==> src/rtl/hostio_pkg.sv <==
package hostio_pkg;
  localparam int BYTE_W = 8;

  localparam logic [7:0] OFF_IN_DATA  = 8'h00;
  localparam logic [7:0] OFF_OUT_DATA = 8'h01;
  localparam logic [7:0] OFF_IN_STAT  = 8'h02;
  localparam logic [7:0] OFF_OUT_STAT = 8'h03;
  localparam logic [7:0] OFF_ERR_RST  = 8'h10;
  localparam logic [7:0] OFF_ANALYSE  = 8'h11;

  typedef enum logic [2:0] {
    RSEL_NONE,
    RSEL_IN_DATA,
    RSEL_IN_STAT,
    RSEL_OUT_STAT,
    RSEL_ERR
  } rsel_e;

  // status byte layout: enable in bit 1, flag in bit 0
  function automatic logic [BYTE_W-1:0] stat_byte(input logic ie, input logic flag);
    return {6'b0, ie, flag};
  endfunction

  function automatic logic [BYTE_W-1:0] flag_byte(input logic f);
    return {7'b0, f};
  endfunction
endpackage

==> src/rtl/hostio_decode.sv <==
module hostio_decode
  import hostio_pkg::*;
#(
  parameter int                ADDR_W = 10,
  parameter logic [ADDR_W-1:0] BASE   = 10'h300
) (
  input  logic [ADDR_W-1:0] io_addr,
  input  logic              io_rd,
  input  logic              io_wr,
  output logic              rd_in_data,
  output logic              wr_out_data,
  output logic              wr_in_stat,
  output logic              wr_out_stat,
  output logic              wr_rst,
  output logic              wr_ana,
  output rsel_e             rsel
);
  function automatic logic at_port(input logic [ADDR_W-1:0] a, input logic [7:0] off);
    return a == (BASE + ADDR_W'(off));
  endfunction

  logic h_in_data, h_out_data, h_in_stat, h_out_stat, h_err_rst, h_ana;

  assign h_in_data  = at_port(io_addr, OFF_IN_DATA);
  assign h_out_data = at_port(io_addr, OFF_OUT_DATA);
  assign h_in_stat  = at_port(io_addr, OFF_IN_STAT);
  assign h_out_stat = at_port(io_addr, OFF_OUT_STAT);
  assign h_err_rst  = at_port(io_addr, OFF_ERR_RST);
  assign h_ana      = at_port(io_addr, OFF_ANALYSE);

  assign rd_in_data  = io_rd & h_in_data;
  assign wr_out_data = io_wr & h_out_data;
  assign wr_in_stat  = io_wr & h_in_stat;
  assign wr_out_stat = io_wr & h_out_stat;
  assign wr_rst      = io_wr & h_err_rst;
  assign wr_ana      = io_wr & h_ana;

  always_comb begin
    rsel = RSEL_NONE;
    if (h_in_data)       rsel = RSEL_IN_DATA;
    else if (h_in_stat)  rsel = RSEL_IN_STAT;
    else if (h_out_stat) rsel = RSEL_OUT_STAT;
    else if (h_err_rst)  rsel = RSEL_ERR;
  end
endmodule

==> src/rtl/hostio_rx_chan.sv <==
module hostio_rx_chan
  import hostio_pkg::*;
(
  input  logic              clk,
  input  logic              rst_n,
  input  logic              lk_valid,
  input  logic [BYTE_W-1:0] lk_data,
  output logic              lk_ready,
  input  logic              host_take,
  output logic              full,
  output logic [BYTE_W-1:0] held
);
  assign lk_ready = ~full;

  always_ff @(posedge clk) begin
    if (!rst_n) begin
      full <= 1'b0;
      held <= '0;
    end else if (full) begin
      if (host_take) full <= 1'b0;
    end else if (lk_valid) begin
      full <= 1'b1;
      held <= lk_data;
    end
  end
endmodule

==> src/rtl/hostio_tx_chan.sv <==
module hostio_tx_chan
  import hostio_pkg::*;
(
  input  logic              clk,
  input  logic              rst_n,
  input  logic              host_load,
  input  logic [BYTE_W-1:0] host_data,
  output logic              room,
  output logic              lk_valid,
  output logic [BYTE_W-1:0] lk_data,
  input  logic              lk_ready
);
  assign lk_valid = ~room;

  always_ff @(posedge clk) begin
    if (!rst_n) begin
      room    <= 1'b1;
      lk_data <= '0;
    end else if (room) begin
      if (host_load) begin
        room    <= 1'b0;
        lk_data <= host_data;
      end
    end else if (lk_ready) begin
      room <= 1'b1;
    end
  end
endmodule

==> src/rtl/hostio_sync.sv <==
module hostio_sync #(
  parameter int STAGES = 2
) (
  input  logic clk,
  input  logic rst_n,
  input  logic d,
  output logic q
);
  logic [STAGES-1:0] chain;

  always_ff @(posedge clk) begin
    if (!rst_n) chain <= '0;
    else        chain <= {chain[STAGES-2:0], d};
  end

  assign q = chain[STAGES-1];
endmodule

==> src/rtl/hostio_bridge.sv <==
module hostio_bridge
  import hostio_pkg::*;
#(
  parameter int                ADDR_W = 10,
  parameter logic [ADDR_W-1:0] BASE   = 10'h300,
  parameter int                NPROC  = 5
) (
  input  logic              clk,
  input  logic              rst_n,
  input  logic [ADDR_W-1:0] io_addr,
  input  logic              io_rd,
  input  logic              io_wr,
  input  logic [BYTE_W-1:0] io_wdata,
  output logic [BYTE_W-1:0] io_rdata,
  output logic              irq,
  input  logic              lk_in_valid,
  input  logic [BYTE_W-1:0] lk_in_data,
  output logic              lk_in_ready,
  output logic              lk_out_valid,
  output logic [BYTE_W-1:0] lk_out_data,
  input  logic              lk_out_ready,
  input  logic [NPROC-1:0]  err_n,
  output logic              net_reset_n,
  output logic              net_analyse_n
);
  // decoded events, named for the checker
  logic  rd_in_data, wr_out_data, wr_in_stat, wr_out_stat, wr_rst, wr_ana;
  rsel_e rsel;

  logic              in_full, out_room, err_flag, err_any;
  logic [BYTE_W-1:0] in_byte;
  logic              in_ie, out_ie, rst_req, ana_req;
  logic [BYTE_W-1:0] rd_mux;

  hostio_decode #(.ADDR_W(ADDR_W), .BASE(BASE)) u_dec (
    .io_addr    (io_addr),
    .io_rd      (io_rd),
    .io_wr      (io_wr),
    .rd_in_data (rd_in_data),
    .wr_out_data(wr_out_data),
    .wr_in_stat (wr_in_stat),
    .wr_out_stat(wr_out_stat),
    .wr_rst     (wr_rst),
    .wr_ana     (wr_ana),
    .rsel       (rsel)
  );

  hostio_rx_chan u_rx (
    .clk      (clk),
    .rst_n    (rst_n),
    .lk_valid (lk_in_valid),
    .lk_data  (lk_in_data),
    .lk_ready (lk_in_ready),
    .host_take(rd_in_data),
    .full     (in_full),
    .held     (in_byte)
  );

  hostio_tx_chan u_tx (
    .clk      (clk),
    .rst_n    (rst_n),
    .host_load(wr_out_data),
    .host_data(io_wdata),
    .room     (out_room),
    .lk_valid (lk_out_valid),
    .lk_data  (lk_out_data),
    .lk_ready (lk_out_ready)
  );

  assign err_any = ~(&err_n);

  hostio_sync #(.STAGES(2)) u_err_sync (
    .clk  (clk),
    .rst_n(rst_n),
    .d    (err_any),
    .q    (err_flag)
  );

  always_ff @(posedge clk) begin
    if (!rst_n) begin
      in_ie   <= 1'b0;
      out_ie  <= 1'b0;
      rst_req <= 1'b0;
      ana_req <= 1'b0;
    end else begin
      if (wr_in_stat)  in_ie   <= io_wdata[1];
      if (wr_out_stat) out_ie  <= io_wdata[1];
      if (wr_rst)      rst_req <= io_wdata[0];
      if (wr_ana)      ana_req <= io_wdata[0];
    end
  end

  always_comb begin
    unique case (rsel)
      RSEL_IN_DATA:  rd_mux = in_byte;
      RSEL_IN_STAT:  rd_mux = stat_byte(in_ie, in_full);
      RSEL_OUT_STAT: rd_mux = stat_byte(out_ie, out_room);
      RSEL_ERR:      rd_mux = flag_byte(err_flag);
      default:       rd_mux = '0;
    endcase
  end

  assign io_rdata      = io_rd ? rd_mux : '0;
  assign irq           = (in_full & in_ie) | (out_room & out_ie);
  assign net_reset_n   = ~rst_req;
  assign net_analyse_n = ~ana_req;
endmodule

==> config.mk <==
export PLATFORM = sky130hd
export DESIGN_NAME = hostio_bridge
export DESIGN_NICKNAME = d
export VERILOG_FILES = /design/src/rtl/hostio_pkg.sv /design/src/rtl/hostio_decode.sv /design/src/rtl/hostio_rx_chan.sv /design/src/rtl/hostio_tx_chan.sv /design/src/rtl/hostio_sync.sv /design/src/rtl/hostio_bridge.sv
export SDC_FILE = /design/constraint.sdc
export NUM_CORES = 1
export LEC_CHECK = 0
export ABC_AREA = 1
export BUFFER_PORTS_ARGS = -buffer_cell sky130_fd_sc_hd__buf_2
export CAP_MARGIN = 15
export CORE_MARGIN = 2
export CORE_UTILIZATION = 35
export CTS_CLUSTER_DIAMETER = 40
export DETAILED_ROUTE_END_ITERATION = 8
export PLACE_DENSITY = 0.7
export SLEW_MARGIN = 20
export SYNTH_ARGS = -nofsm -noshare
export SYNTH_HDL_FRONTEND = slang
export SYNTH_SLANG_ARGS = --single-unit
==> constraint.sdc <==
create_clock -name clk -period 1.23 [get_ports clk]
set_input_delay 0.0615 -clock clk [delete_from_list [all_inputs] [get_ports clk]]
set_output_delay 0.0615 -clock clk [all_outputs]
set_load 0.005 [all_outputs]
==> results.cfg, run 1 <==
[floorplanning]
die_y_um = 61.8
io_pins = 58
dieArea_um2 = 3820
start_util_pct = 35.7
row_count = 21
core_um2 = 3280
die_w_um = 61.8

[critical_path]
worst-path-max-fanout = 1
crit_family = flip-flops
r2r-start = u_tx.room$_SDFF_PN1_
crit_path_frequent_cell = nor2_1
cp_slowest_stage_delay_ps = 350
worstSetupStartpointType = register
crit_path_end_kind = primary output
critPathBufInv = 2
worstPathArrival_ps = 1140
slowest_stage = dfxtp_2
startpoint = u_err_sync.chain[1]$_SDFF_PN0_
cp.required_ps = 1170
path_class = register to primary output
path_cells = inv_2, a21oi_2, nand3_1, nand2_1, nor2_1, nor2_1, buf_2

[global_routing]
grt.total_usage_pct = 15.8
grt_max_degree = 17
antenna_found_initial = 0
first_global_vias = 1117
grt_first_pass_wirelength_mm = 4.54
grt_overflow = 0

[yosys]
yosys_warnings = 0
syn-num-nets = 206
synthXorXnorAreaFrac_pct = 0
synth_seq_cells = 24
synth_area_um2 = 1170
synthAdderAreaFrac_pct = 0
yosysSeqAreaShare_pct = 41.0
postSynthCellCount = 169
syn_avg_cell_area_um2 = 6.93
synth_simple_gate_area_share_pct = 34.8
synth_cell_types = 23
synth_top_family_by_area = simple AND/OR/NAND/NOR gates
synth_compound_area_share_pct = 13.4
synth_mux_area_share_pct = 0

[clocking]
clock_latency_ps = 300
cts_made_buffers = 3
cts_tree = built
root_buffer = clkbuf_4
ctsLongestPathBuffers = 2
clkSinkCount = 24
htreeDepth = 1
path_clk_slew_ps = 120

[pwr]
power_density_nw_per_um2 = 834
p_leak_nw = 0.855
ir_drop_mv = 0.425

[route]
wl_per_cell_um = 9.91
drcViolationCount = 0
drt_first_pass_iters = 4
drt_wl_total_mm = 2.81
postRouteAntennaNets = 0
post_drt_via_cell_ratio = 4.37
drtIter0Drc = 21
dr_total_vias = 1236

[place]
placed_cells = 274
dp_hpwl_mm = 2.10
globalplace.congestion = 0.763
post-place-ws_ps = 93.6
port_buffers = 57

[run]
maxCapViolCount = 0

[sta]
setup_tns_ps = 0
fin_skew_ps = 1.08
period_minus_slack_ps = 1200
slew_viol_final = 0
hold_viol = 0
fin_ws_ps = 27.3
worstMarginPinSlew_ps = 282
timing.slew.headroom_pct = 81.1
rsz0062_at_grt = true
finalSetupViolCount = 0
period_share_pct = 97.8
fmaxAchievable_mhz = 831

[finish]
layout-area-overhead-vs-synth_pct = 38.5
fillers = 351
final_nets = 276
fin_cells = 283
drive_gt1_share_pct = 35.9
n_antenna_cell = 0

[hold_path]
worstHoldStart = io_wdata[6]
hold_path.class = input port to register

[status]
status = complete, no violations
## per-stage QoR
stage / area [µm²] / util [%] / hold WS [ps] / total power [mW]
3_5_place_dp: 1520 / 46.4 / 244 / 1.02
2_1_floorplan: 1170 / - / 157 / 0.921
6_report: 1620 / 49.4 / 22.2 / 1.35
4_1_cts: 1590 / 48.3 / 6.49 / 1.36
3_3_place_gp: 1520 / 46.4 / 246 / 1.02
5_1_grt: 1620 / 49.4 / 23.7 / 1.43
## sequential cells by signal, summed over array words and instances, names as in the netlist
name,count
ana_req,1
in_ie,1
out_ie,1
rst_req,1
u_err_sync.chain,2
u_rx.full,1
u_rx.held,8
u_tx.lk_data,8
u_tx.room,1
## power by group
group	switching [mW]	internal [mW]	total (mW)
sequential	0.0113	0.807	0.818
combinational	0.108	0.0937	0.202
clock	0.218	0.114	0.332
total	0.338	1.01	1.35
## timing repair
action,in CTS,in global routing
buffers inserted,0,2
pin swaps,0,1
hold endpoints to repair,4,0
hold buffers,4,0
setup endpoints to repair,2,14
gates resized for setup,2,7
## layout by cell type (no fill, tap or decap), drive strengths merged
cell type / instances
buf: 64
nand4: 1
nand2: 25
nor4: 1
dlygate4sd3: 4
dfxtp: 24
inv: 25
clkinv: 1
clkbuf: 3
nand3b: 1
o21ai: 12
nor2: 38
nor3: 9
o22ai: 1
a21oi: 18
nand3: 10
## worst paths after layout
path,to,slack (ps),cells past startpoint
max,io_rdata[0],30,7
max reg2reg,u_tx.lk_data[5]$_SDFFE_PN0P_,220,5
min reg2reg,u_err_sync.chain[1]$_SDFF_PN0_,420,2
min,u_tx.lk_data[6]$_SDFFE_PN0P_,20,3
## worst min-delay path: stages
cell and delay, ps:
buf_2 90, nor2_1 90, nor3_1 50
## logic make-up after synthesis
kind of cell           Yosys count
buffers and inverters           29
AND/OR/NAND/NOR                 85
AO/OA/AOI/OAI                   31
flip-flops                      24
## metal layers
| metal | share of wire (%) | GRT usage [%] | vias to the layer above |
|---|---|---|---|
| li1 | - | - | 678 |
| met1 | 45 | 19.5 | 517 |
| met2 | 48 | 28.0 | 35 |
| met3 | 5.5 | 1.24 | 6 |
| met4 | 2.2 | 7.29 | 0 |
| met5 | 0 | 0 | - |
## synth_stat cells
master	number	area share (%)
clkbuf_1	1	0.32
nand2_2	2	1.1
o21ai_1	1	0.43
clkinv_1	1	0.32
nand2_1	22	7.1
o21ai_0	11	4.7
buf_2	1	0.43
nor3_1	9	3.8
inv_1	25	8.0
nand3_1	8	3.4
nand4_1	1	0.53
a21oi_1	18	7.7
nand2_4	1	0.96
nor2_1	34	11
nand3b_1	1	0.64
nor2_8	1	1.7
nor2_4	2	1.9
dfxtp_1	24	41
nand3_2	2	1.7
nor2_2	1	0.53
o22ai_1	1	0.53
buf_12	1	1.7
nor4_1	1	0.53
## cell type report
class / instances / area (µm²) / share of cell area [%]
multi-input cells: 116 / 582 / 35.9
flip-flops and latches: 24 / 484 / 29.9
repair buffers: 68 / 378 / 23.3
inverters: 26 / 97.6 / 6.02
well taps: 46 / 57.6 / 3.55
clock buffers: 3 / 22.5 / 1.39
Note: power is estimated with default switching activity, not from simulation.
==> inputs of run 2 (changes only) <==
==> constraint.sdc (replaced) <==
create_clock -name clk -period 1.23 [get_ports clk]
set_input_delay 0 -clock clk [delete_from_list [all_inputs] [get_ports clk]]
set_output_delay 0 -clock clk [all_outputs]
set_load 0.005 [all_outputs]
==> results.cfg, run 2 (synthesis results as in run 1) <==
[global_routing]
use_met3_pct = 1.66
grt.total_usage_pct = 16.4
grt.met1_usage_pct = 20.7
antenna_found_initial = 0
first_global_vias = 1166
grt_max_degree = 17
gr-max-usage-layer = met2
grt_first_pass_wirelength_mm = 4.76
use_met2_pct = 29.2
grt_overflow = 0

[finish]
most-common-layout-cells = buf_2 (57), nor2_1 (34), inv_1 (25)
fillers = 341
layout_commonest_cell = buf_2
reg.largest.list = u_rx.held x8, u_tx.lk_data x8, u_err_sync.chain x2
final_nets = 289
layout-area-overhead-vs-synth_pct = 51.3
n_antenna_cell = 0
drive_gt1_share_pct = 30.7

[status]
status = complete, no violations

[sta]
finalSetupViolCount = 0
timing.slew.headroom_pct = 80.7
period_minus_slack_ps = 1170
fin_skew_ps = 1.55
fmaxAchievable_mhz = 852
whs_ps = 7.37
rsz0062_at_grt = true
hold_viol = 0
period_share_pct = 95.4
worstMarginPinSlew_ps = 289
slew_viol_final = 0

[pwr]
power_density_nw_per_um2 = 823
swShare_pct = 23.9
ir_drop_mv = 0.529
switching_power_uw = 349
p_comb_share_pct = 16.4
p_leak_nw = 0.917
p_seq_share_pct = 56.0
clkPwrFrac_pct = 27.6
power_mw = 1.46
internal_power_mw = 1.11

[clocking]
htreeDepth = 1
clkSinkCount = 24
clock_latency_ps = 300
cts_tree = built
path_clk_slew_ps = 130
ctsLongestPathBuffers = 2
root_buffer = clkbuf_4
cts_made_buffers = 3

[run]
maxCapViolCount = 0

[floorplanning]
dieArea_um2 = 3820
io_pins = 58
die_w_um = 61.8
core_um2 = 3280
start_util_pct = 35.7
die_y_um = 61.8
row_count = 21

[critical_path]
worstPathArrival_ps = 1170
worst-path-max-fanout = 1
crit_path_end_kind = primary output
worstSetupStartpointType = register
cp.required_ps = 1230
path_class = register to primary output

[route]
drt_wl_total_mm = 3.05
wl_per_cell_um = 10.3
drtIter0Drc = 19
postRouteAntennaNets = 0
dr_total_vias = 1346
post_drt_via_cell_ratio = 4.53
drcViolationCount = 0
drt_first_pass_iters = 4

[place]
globalplace.congestion = 0.800
dp_hpwl_mm = 2.12
port_buffers = 57

[hold_path]
hold_path.class = input port to register
-- run 2: changes by cell type in the layout (fill, tap and decap cells not counted), sizes merged --
cell         before  now
buf              64   61
clkbuf            3    4
dlygate4sd3       4   20
-- run 2: power by group through the flow --
stage / logic (mW) / registers, mW / clock network (mW)
6_report: 0.239 / 0.816 / 0.403
5_1_grt: 0.269 / 0.819 / 0.442
4_1_cts: 0.231 / 0.816 / 0.412
3_5_place_dp: 0.182 / 0.833 / 0
3_3_place_gp: 0.179 / 0.833 / 0
2_1_floorplan: 0.0897 / 0.831 / 0
-- run 2: worst max-delay path, stage by stage, from the launching register on --
cell and delay, ps:
dfxtp_2 340, inv_1 50, a21oi_2 90, nand3_1 80, nand2_1 60, nor2_1 40, nor2_1 90, buf_2 120
-- run 2: layer usage --
layer / up-vias / part of all wire (%)
li1: 701 / -
met1: 600 / 44
met5: - / 0
met2: 39 / 48
met4: 0 / 2.2
met3: 6 / 5.1
-- run 2: worst paths after layout --
kind | startpoint | end | slack (ps) | depth (start not counted)
min | io_wr | rst_req$_SDFFE_PN0P_ | 7 | 3
max reg2reg | u_tx.room$_SDFF_PN1_ | u_tx.lk_data[6]$_SDFFE_PN0P_ | 120 | 5
max | u_err_sync.chain[1]$_SDFF_PN0_ | io_rdata[0] | 60 | 7
min reg2reg | u_err_sync.chain[0]$_SDFF_PN0_ | u_err_sync.chain[1]$_SDFF_PN0_ | 420 | 2
-- run 2: repair_timing --
item                                    CTS  global route
buffers inserted                          0             1
endpoints found under the setup margin    0            10
hold buffers                             20             0
hold endpoints to repair                 21             0
gates resized for setup                   0             3
-- run 2: metrics by stage --
stage	cells	cell area [µm²]	TNS, ps	setup slack [ps]	util, %
2_1_floorplan	169	1170	0	259	-
3_3_place_gp	272	1520	0	122	46.3
3_5_place_dp	272	1520	0	115	46.3
4_1_cts	296	1760	0	30.1	53.5
5_1_grt	297	1770	-33.7	-31.3	53.9
6_report	297	1770	0	56.7	53.9
-- run 2: area by class of cell --
cell class                      count  area [µm²]  share of cell area (%)
Multi-Input combinational cell    116         571                    32.2
Timing Repair Buffer               81         528                    29.8
Sequential cell                    24         482                    27.2
Inverter                           26        97.6                    5.51
Tap cell                           46        57.6                    3.25
Clock buffer                        4        36.3                    2.05
